==> config.mk <==
export PLATFORM = sky130hd
export DESIGN_NAME = tiny_ls_core
export DESIGN_NICKNAME = d
export VERILOG_FILES = /design/src/rtl/tlc_pkg.sv /design/src/rtl/tlc_ram.sv /design/src/rtl/tlc_decode.sv /design/src/rtl/tlc_regfile.sv /design/src/rtl/tlc_addsub.sv /design/src/rtl/tiny_ls_core.sv
export SDC_FILE = /design/constraint.sdc
export NUM_CORES = 2
export LEC_CHECK = 0
export BUFFER_PORTS_ARGS = -buffer_cell sky130_fd_sc_hd__buf_4
export CAP_MARGIN = 10
export CORE_ASPECT_RATIO = 2
export CORE_MARGIN = 4
export CORE_UTILIZATION = 55
export DETAILED_ROUTE_END_ITERATION = 10
export PLACE_DENSITY = 0.77
export SYNTH_ARGS = -nofsm -noshare
export SYNTH_HDL_FRONTEND = slang
export SYNTH_SLANG_ARGS = --single-unit
==> constraint.sdc <==
create_clock -name clk_i -period 12.3 [get_ports clk_i]
set_input_delay 2.46 -clock clk_i [delete_from_list [all_inputs] [get_ports clk_i]]
set_output_delay 2.46 -clock clk_i [all_outputs]
set_load 0.02 [all_outputs]
==> src/rtl/tlc_pkg.sv <==
package tlc_pkg;
  localparam int unsigned XLEN = 12;
  localparam int unsigned NREG = 4;
  localparam int unsigned RIDX = $clog2(NREG);
  localparam int unsigned IMMW = 5;

  typedef logic [XLEN-1:0] word_t;
  typedef logic [RIDX-1:0] ridx_t;

  typedef enum logic [2:0] {
    OP_ADD  = 3'b000,
    OP_SUB  = 3'b001,
    OP_ADDI = 3'b010,
    OP_SUBI = 3'b011,
    OP_BEQ  = 3'b100,
    OP_BNE  = 3'b101,
    OP_SW   = 3'b110,
    OP_LW   = 3'b111
  } op_e;

  typedef struct packed {
    op_e   op;
    ridx_t ra;
    ridx_t rb;
    ridx_t rd;
    word_t imm;
    logic  use_imm;
    logic  sub;
    logic  reg_we;
    logic  mem_we;
    logic  wb_mem;
    logic  is_br;
    logic  br_ne;
  } ctrl_t;
endpackage

==> src/rtl/tlc_ram.sv <==
module tlc_ram #(
  parameter int unsigned DEPTH = 64,
  parameter int unsigned W     = 12,
  localparam int unsigned AW   = $clog2(DEPTH)
) (
  input  logic          clk_i,
  input  logic          we_i,
  input  logic [AW-1:0] waddr_i,
  input  logic [W-1:0]  wdata_i,
  input  logic [AW-1:0] raddr_i,
  output logic [W-1:0]  rdata_o
);
  logic [W-1:0] mem_q [DEPTH];

  always_ff @(posedge clk_i) begin
    if (we_i) mem_q[waddr_i] <= wdata_i;
  end

  // combinational read
  assign rdata_o = mem_q[raddr_i];
endmodule

==> src/rtl/tlc_decode.sv <==
module tlc_decode
  import tlc_pkg::*;
(
  input  word_t instr_i,
  output ctrl_t ctrl_o
);
  always_comb begin
    ctrl_o     = '0;
    ctrl_o.op  = op_e'(instr_i[11:9]);
    ctrl_o.ra  = instr_i[8:7];
    ctrl_o.rb  = instr_i[6:5];
    // register format when opcode top bits are 00
    ctrl_o.rd  = (instr_i[11:10] == 2'b00) ? instr_i[4:3] : instr_i[6:5];
    ctrl_o.imm = {{(XLEN-IMMW){1'b0}}, instr_i[IMMW-1:0]};
    case (ctrl_o.op)
      OP_ADD:  ctrl_o.reg_we = 1'b1;
      OP_SUB:  begin ctrl_o.sub = 1'b1; ctrl_o.reg_we = 1'b1; end
      OP_ADDI: begin ctrl_o.use_imm = 1'b1; ctrl_o.reg_we = 1'b1; end
      OP_SUBI: begin ctrl_o.use_imm = 1'b1; ctrl_o.sub = 1'b1; ctrl_o.reg_we = 1'b1; end
      OP_BEQ:  begin ctrl_o.sub = 1'b1; ctrl_o.is_br = 1'b1; end
      OP_BNE:  begin ctrl_o.sub = 1'b1; ctrl_o.is_br = 1'b1; ctrl_o.br_ne = 1'b1; end
      OP_SW:   begin ctrl_o.use_imm = 1'b1; ctrl_o.mem_we = 1'b1; end
      OP_LW:   begin ctrl_o.use_imm = 1'b1; ctrl_o.reg_we = 1'b1; ctrl_o.wb_mem = 1'b1; end
      default: ;
    endcase
  end
endmodule

==> src/rtl/tlc_regfile.sv <==
module tlc_regfile #(
  parameter int unsigned NREG = 4,
  parameter int unsigned W    = 12,
  localparam int unsigned AW  = $clog2(NREG)
) (
  input  logic            clk_i,
  input  logic            rst_ni,
  input  logic            we_i,
  input  logic [AW-1:0]   waddr_i,
  input  logic [W-1:0]    wdata_i,
  input  logic [AW-1:0]   raddr_a_i,
  input  logic [AW-1:0]   raddr_b_i,
  output logic [W-1:0]    rdata_a_o,
  output logic [W-1:0]    rdata_b_o,
  output logic [NREG*W-1:0] regs_o
);
  logic [W-1:0] q [NREG];

  for (genvar i = 0; i < NREG; i++) begin : g_reg
    always_ff @(posedge clk_i or negedge rst_ni) begin
      if (!rst_ni)                              q[i] <= '0;
      else if (we_i && waddr_i == AW'(i))       q[i] <= wdata_i;
    end
    assign regs_o[i*W +: W] = q[i];
  end

  assign rdata_a_o = q[raddr_a_i];
  assign rdata_b_o = q[raddr_b_i];
endmodule

==> src/rtl/tlc_addsub.sv <==
module tlc_addsub #(
  parameter int unsigned W = 12
) (
  input  logic [W-1:0] a_i,
  input  logic [W-1:0] b_i,
  input  logic         sub_i,
  output logic [W-1:0] sum_o,
  output logic         zero_o
);
  logic [W-1:0] b_x;

  // subtract as a + ~b + 1; carry out dropped
  assign b_x    = sub_i ? ~b_i : b_i;
  assign sum_o  = a_i + b_x + {{(W-1){1'b0}}, sub_i};
  assign zero_o = (sum_o == '0);
endmodule

==> src/rtl/tiny_ls_core.sv <==
module tiny_ls_core
  import tlc_pkg::*;
#(
  parameter int unsigned IMEM_DEPTH = 64,
  parameter int unsigned DMEM_DEPTH = 64,
  localparam int unsigned IAW = $clog2(IMEM_DEPTH),
  localparam int unsigned DAW = $clog2(DMEM_DEPTH)
) (
  input  logic                 clk_i,
  input  logic                 rst_ni,
  input  logic                 imem_we_i,
  input  logic [IAW-1:0]       imem_waddr_i,
  input  logic [XLEN-1:0]      imem_wdata_i,
  output logic [XLEN-1:0]      pc_o,
  output logic [NREG*XLEN-1:0] regs_o
);
  word_t pc_q, pc_d, pc_step;
  word_t instr, ra_val, rb_val, alu_b, alu_y, ld_data, wb_data;
  ctrl_t ctrl;
  logic  alu_zero, br_take;

  tlc_ram #(.DEPTH(IMEM_DEPTH), .W(XLEN)) u_imem (
    .clk_i   (clk_i),
    .we_i    (imem_we_i),
    .waddr_i (imem_waddr_i),
    .wdata_i (imem_wdata_i),
    .raddr_i (pc_q[IAW-1:0]),
    .rdata_o (instr)
  );

  tlc_decode u_dec (
    .instr_i (instr),
    .ctrl_o  (ctrl)
  );

  tlc_regfile #(.NREG(NREG), .W(XLEN)) u_rf (
    .clk_i     (clk_i),
    .rst_ni    (rst_ni),
    .we_i      (ctrl.reg_we),
    .waddr_i   (ctrl.rd),
    .wdata_i   (wb_data),
    .raddr_a_i (ctrl.ra),
    .raddr_b_i (ctrl.rb),
    .rdata_a_o (ra_val),
    .rdata_b_o (rb_val),
    .regs_o    (regs_o)
  );

  assign alu_b = ctrl.use_imm ? ctrl.imm : rb_val;

  tlc_addsub #(.W(XLEN)) u_alu (
    .a_i    (ra_val),
    .b_i    (alu_b),
    .sub_i  (ctrl.sub),
    .sum_o  (alu_y),
    .zero_o (alu_zero)
  );

  // single data address feeds both read and write
  tlc_ram #(.DEPTH(DMEM_DEPTH), .W(XLEN)) u_dmem (
    .clk_i   (clk_i),
    .we_i    (ctrl.mem_we & rst_ni),
    .waddr_i (alu_y[DAW-1:0]),
    .wdata_i (rb_val),
    .raddr_i (alu_y[DAW-1:0]),
    .rdata_o (ld_data)
  );

  assign wb_data = ctrl.wb_mem ? ld_data : alu_y;

  // taken branch replaces the +1 step with the offset
  assign br_take = ctrl.is_br & (alu_zero ^ ctrl.br_ne);
  assign pc_step = br_take ? ctrl.imm : word_t'(1);
  assign pc_d    = pc_q + pc_step;

  always_ff @(posedge clk_i or negedge rst_ni) begin
    if (!rst_ni) pc_q <= '0;
    else         pc_q <= pc_d;
  end

  assign pc_o = pc_q;
endmodule

* After elaboration in Yosys (flattened, before gate mapping)
Memory sizes are Yosys's and may differ from the RTL's.
Index checks and enable logic that the tools add are counted.
** Word-level totals
- Bits of input ports :: 21
- Memory bits (writable) :: 1536
- Output and inout port bits :: 60
- Register bits after elaboration :: 60
- Memories :: 2
- Word-level logic and storage cells :: 62
** Memory list
- u_dmem.mem_q :: depth 64, width 12, read ports 1, clocked after Yosys merged registers in 0, wr ports 1, RTL line tlc_ram.sv:13 : logic [W-1:0] mem_q [DEPTH];
- u_imem.mem_q :: depth 64, width 12, read ports 1, clocked after Yosys merged registers in 0, wr ports 1, RTL line tlc_ram.sv:13
** Operators by class
- Reduce and logical (&&, ||, !) cells :: 12
- Bitwise logic cells :: 6
- Add/subtract/negate cells :: 3
- Order comparisons :: 2
- Multiplexer cells :: 22
- Equality and inequality tests :: 10
** Operator list (count)
- 12-bit 2-to-1 mux :: 7
- 12-bit binary-select mux with 2-bit select :: 2
- 12-bit by 1-bit adder with 12-bit output :: 1
- 12-bit adder :: 1
- 12-bit by 5-bit adder with 12-bit output :: 1
- 3-bit == test (second input constant) :: 4
- 12-bit logical NOT :: 1
- 12-bit inverter :: 1
- 1-bit 2-to-1 mux :: 11
- 4-bit OR reduction :: 2
- 3-bit by 2-bit == test with 1-bit output (second input constant) :: 2
- 3-bit greater-or-equal comparator (second input constant) :: 2
- 2-bit inverter with 3-bit output :: 2
- 5-bit 2-to-1 mux :: 1
- 5-bit OR reduction :: 1
- 2-bit == test (second input constant) :: 2
- 1-bit logical AND :: 4
- 2-bit logical NOT :: 2
- 3-bit by 1-bit == test with 1-bit output (second input constant) :: 1
- 3-bit logical NOT :: 1
- 1-bit AND :: 2
- 2-bit by 1-bit == test with 1-bit output (second input constant) :: 1
- 2-bit 2-to-1 mux :: 1
- 2-bit OR reduction :: 1
- 1-bit XOR :: 1

* Depth between registers and ports, before layout
An unclocked memory read counts as a cell.
- Depth after elaboration :: 15
- Depth in mapped cells :: 39
- Depth with buffers taken out :: 34

* Cells and area by module
A second synthesis with hierarchy kept.
** Unflattened totals
- Cell total of the unflattened synthesis :: 3040
- Area total of the unflattened synthesis :: 63917.6 sq um
** By module, submodules not included
- tlc_ram :: area an instance 29610.9 sq um, times used 2, cells an instance 1327, sequential area each 23062.1 sq um
- tlc_regfile :: area an instance 2468.6 sq um, times used 1, cells an instance 132, sequential area each 1201.2 sq um
- tiny_ls_core :: area an instance 1182.4 sq um, times used 1, cells an instance 114, sequential area each 300.3 sq um
- tlc_addsub :: area an instance 818.3 sq um, times used 1, cells an instance 107, sequential area each 0.0 sq um
- tlc_decode :: area an instance 226.5 sq um, times used 1, cells an instance 33, sequential area each 0.0 sq um

* Worst setup path after synthesis
OpenSTA, ideal clock, no wires.
- Kind :: reg-to-reg
- From :: register pc_q[1] (netlist: pc_o[1])
- To :: register pc_q[10] (netlist: pc_o[10])
- Path buffers :: 6
- Required time :: 12.169 ns
- Slack :: 2.585 ns
- Clock period less this slack :: 9.715 ns
- Setup time :: 0.131 ns
- Cell stages (with the launch flop) :: 38
- Arrival time :: 9.583 ns
- Cells stage by stage :: dfrtp_1 buf_2 buf_4 buf_2 buf_1 a211oi_1 a311o_1 a21oi_2 clkbuf_1 buf_1 mux2i_1 a21oi_1 mux2i_1 xnor2_1 fa_1 a21o_1 a21oi_1 o21bai_1 [... 2 more ...] a21oi_1 o21bai_1 a21oi_1 xnor2_1 or4_1 nor4_2 nand3_1 a211o_1 ha_1 inv_1 fa_1 inv_1 a21oi_1 o21bai_1 a21o_1 nand2_1 nor2_1 xor2_1
** On the way
- Cells in the longest elaborated chain, start to end :: 15
- Elaborated cells on any way between the ends :: 33
- Those cells by class :: add/sub (3); eq/ne (7); mux (13); bitwise (5); reduce/logical (4); memory (1)
** RTL lines
- start, declared :: RTL line tiny_ls_core.sv:17 : word_t pc_q, pc_d, pc_step;
- start signal, assigned :: RTL line tiny_ls_core.sv:78 : else pc_q <= pc_d;
- memory 64 x 12 bit (*)
- 2-bit inverter with 3-bit output (implied by the code) (*) :: RTL line tlc_regfile.sv:28 : assign rdata_b_o = q[raddr_b_i];
- 12-bit binary-select mux with 2-bit select (*) :: RTL line tlc_regfile.sv:28
- 12-bit 2-to-1 mux (implied by the code) (*) (2 in series) :: RTL line tlc_regfile.sv:28
- via rb_val[1] :: RTL line tiny_ls_core.sv:18 : word_t instr, ra_val, rb_val, alu_b, alu_y, ld_data, wb_data;
- 12-bit 2-to-1 mux (*) :: RTL line tiny_ls_core.sv:49 : assign alu_b = ctrl.use_imm ? ctrl.imm : rb_val;
- 12-bit inverter :: RTL line tlc_addsub.sv:13 : assign b_x = sub_i ? ~b_i : b_i;
- 12-bit 2-to-1 mux (*) :: RTL line tlc_addsub.sv:13
- 12-bit adder (*) :: RTL line tlc_addsub.sv:14 : assign sum_o = a_i + b_x + {{(W-1){1'b0}}, sub_i};
- 12-bit by 1-bit adder with 12-bit output (*) :: RTL line tlc_addsub.sv:14
- 12-bit logical NOT (*) :: RTL line tlc_addsub.sv:15 : assign zero_o = (sum_o == '0);
- 1-bit XOR (*) :: RTL line tiny_ls_core.sv:72 : assign br_take = ctrl.is_br & (alu_zero ^ ctrl.br_ne);
- 1-bit AND (*) :: RTL line tiny_ls_core.sv:72
- 5-bit 2-to-1 mux (*) :: RTL line tiny_ls_core.sv:73 : assign pc_step = br_take ? ctrl.imm : word_t'(1);
- 12-bit by 5-bit adder with 12-bit output (*) :: RTL line tiny_ls_core.sv:74 : assign pc_d = pc_q + pc_step;
- via pc_d[10] :: RTL line tiny_ls_core.sv:17
Mark *: on every way through the listed nets, which the timed path passes. The rest lies on a longest branch. The select of a mux whose other input is x is not followed.
A chain may end at the register's enable or synchronous reset.

* Worst setup path in the final report
- From :: register pc_q[2] (netlist: pc_o[2])
- To :: register pc_q[8] (netlist: pc_o[8])
The elaborated chain is that of the path after synthesis.

==> metrics.yaml <==
hold_path:
  min_from: "pc_o[11]"
  hp-class: "flip-flop to flip-flop"
floorplanning:
  placeableCoreArea_um2: 115400
  start_util: 0.5552
  rows: 176
  ios: 81
  die_h_um: 490.6
  dieArea_um2: 122300
  chipWidth_um: 249.3
drt:
  via_per_inst: 6.711
  vias: 35620
  postRouteAntennaNets: 0
  drtPass1Iterations: 7
  drt_iter0_drc: 4682
  wl_per_cell_um: 33.98
  drt_wl_total_mm: 180.4
  remaining_drc_errors: 0
synthesis:
  synth_fa_ha_area_frac: 0.003555
  synth-xor-area-share: 0.003281
  synth_nets: 3541
  synthMuxAreaShare: 0.1350
  yosys_most_used_dff: "edfxtp_1"
  syn_area_um2: 64060
  synth_seq_cells: 1596
  synth-edff-count: 1536
  synth_simple_gate_area_frac: 0.04652
  yosys_warnings: 0
  synth.avg_cell_area_um2: 18.29
  synthArstFlopShare: 0.03759
  synth_compound_area_frac: 0.05246
  ys_seq_area_frac: 0.7435
  yosys.cell_types.count: 96
  synth_top_family_by_area: "multiplexers"
  syn_inst: 3503
final_layout:
  nFillCells: 7970
  drive_above_1_share: 0.2242
  final_cell_mix: "edfxtp_1, mux4_2, nand2_1, buf_4, mux2i_1"
  regArea_um2: 47640
  nets: 3725
  final_common_cell: "edfxtp_1"
  areaGrowthSynthToFinish_pct: 11.65
  multiInputGateArea_um2: 15680
place:
  place_congestion: 0.9806
  place_hpwl_mm: 118.4
  place.port_buffers: 80
cts:
  ctsResizeCount: 0
  cts-root-buf: "clkbuf_16"
  cts_hold_buf: 0
  post_cts_buffers: 0
  clock_latency_ns: 0.76
  htreeDepth: 4
  cts_buffers: 131
  cts.path.max_buffers: 3
  clk_pin_slew_ns: 0.07
  cts_tree: "built"
  clock-sinks: 1596
worst_setup_path:
  r2r_start: "pc_o[2]"
  cp_slowest_cell: "nor2_1"
  cp.required_ns: 12.93
  critPathArrivalTime_ns: 10.91
  max_stage_delay_ns: 1.11
  crit_path_frequent_cell: "mux2i_1"
  path_max_fanout: 65
  crit_path_start: "pc_o[2]"
  cp-end-kind: "flip-flop"
  cp-start-kind: "flip-flop"
  crit_type: "flip-flop to flip-flop"
timing:
  setup_viol: 0
  rsz0062_at_grt: "no"
  min_period_ns: 10.27
  max_freq_mhz: 97.34
  skew_ns: 0.03096
  drv_slew: 0
  finalCritPeriodShare: 0.8352
  slew_headroom: 0.1455
  worstMarginPinSlew_ns: 1.277
  setup_tns_ns: 0
  finalHoldViolations: 0
grt:
  grt_pass1_vias: 36010
  grt.total_usage: 0.2922
  antenna_found_initial: 7
  grt_max_degree: 96
  grt_remaining_overflow: 0
  grt_first_pass_wirelength_mm: 256.6
run:
  drv_cap: 0
outcome:
  status: "completed"
==> flip-flops by register name, summed over array words and instances, names as in the netlist <==
| signal | count |
|---|---|
| u_dmem.mem_q | 768 |
| u_imem.mem_q | 768 |
| u_rf.regs_o | 48 |
| pc_o | 12 |
==> synthesized netlist by cell type, types with 12 or more instances <==
library cell	count	area, um2
inv_1	22	82.58
buf_6	12	135.1
nand3_1	41	205.2
o21ai_0	56	280.3
o22ai_1	75	469.2
nand2_1	268	1006
buf_2	48	240.2
mux4_2	288	6486
buf_1	21	78.83
o21ai_1	13	65.06
a211oi_1	23	172.7
o31ai_1	21	157.7
nor3_1	25	125.1
mux2_2	31	349.1
mux2i_1	181	1812
a21oi_1	129	645.6
nor2b_1	28	175.2
xnor2_1	20	175.2
dfrtp_1	60	1501
a221oi_1	32	280.3
nand2b_1	15	93.84
a22oi_1	22	165.2
a31oi_1	17	106.4
clkbuf_1	101	379.1
and2_1	14	87.58
nor2_1	191	716.9
edfxtp_1	1536	46120
a22o_1	12	105.1
ha_1	15	187.7
o211ai_1	13	97.59
==> worst paths after layout <==
path	end	slack, ns	cells past startpoint
max	pc_o[8]	2.03	28
min reg2reg	pc_o[11]	0.49	1
max in group asynchronous	pc_o[1]	9.71	2
min	pc_o[11]	0.49	1
min in group asynchronous	u_rf.regs_o[3]	1.58	1
max reg2reg	pc_o[8]	2.03	28
==> final cells by class <==
| type | instances | area share |
|---|---|---|
| flip-flops and latches | 1596 | 0.6661 |
| diodes | 9 | 0.0003149 |
| multi-input cells | 1689 | 0.2193 |
| inverters | 24 | 0.001260 |
| well taps | 1513 | 0.02647 |
| repair buffers | 245 | 0.02691 |
| clock inverters | 65 | 0.008922 |
| clock buffers | 167 | 0.05080 |
==> stage by stage <==
step           cell area, um2  cells  setup slack [ns]    util  hold WS, ns
2_1_floorplan           64060   3503             2.585       -       0.5824
3_3_place_gp            67200   5065             2.392  0.5823       0.4874
3_5_place_dp            67200   5065             2.190  0.5823       0.4857
4_1_cts                 71470   5297             2.167  0.6194       0.4945
5_1_grt                 71510   5303             1.753  0.6197       0.5264
6_report                71520   5308             2.027  0.6198       0.4929
==> worst max-delay path, delay by kind of cell (launching register included) <==
family          cells  cell delay, ns
fa+ha+maj           3            1.42
buf+inv             4            1.20
compound gates      9            2.58
mux                 4            0.85
xor+xnor            2            0.43
simple gates        6            2.67
flops               1            0.88
==> cell families (layout without fill, tap and decap cells) <==
family                     Yosys count  count (layout)
muxes                              500             500
DFF                               1596            1596
AOI/OAI and AO/OA                  495             495
buffers and inverters              218             501
xor gates and xnor gates            24              24
adders and majority gates           17              17
other                                0               9
and+or+nand+nor                    653             653
==> per-layer routing <==
metal  track usage  vias up  wire length (um)
li1              -    14550                 -
met1        0.3038    18170             52990
met2        0.5134     2281             93990
met3       0.06726      623             16100
met4        0.2164        0             17290
met5             0        -                 0
Power is left out: the tool's default activity adds up to more than one toggle a clock period on the data nets, which glitch-free logic cannot reach.
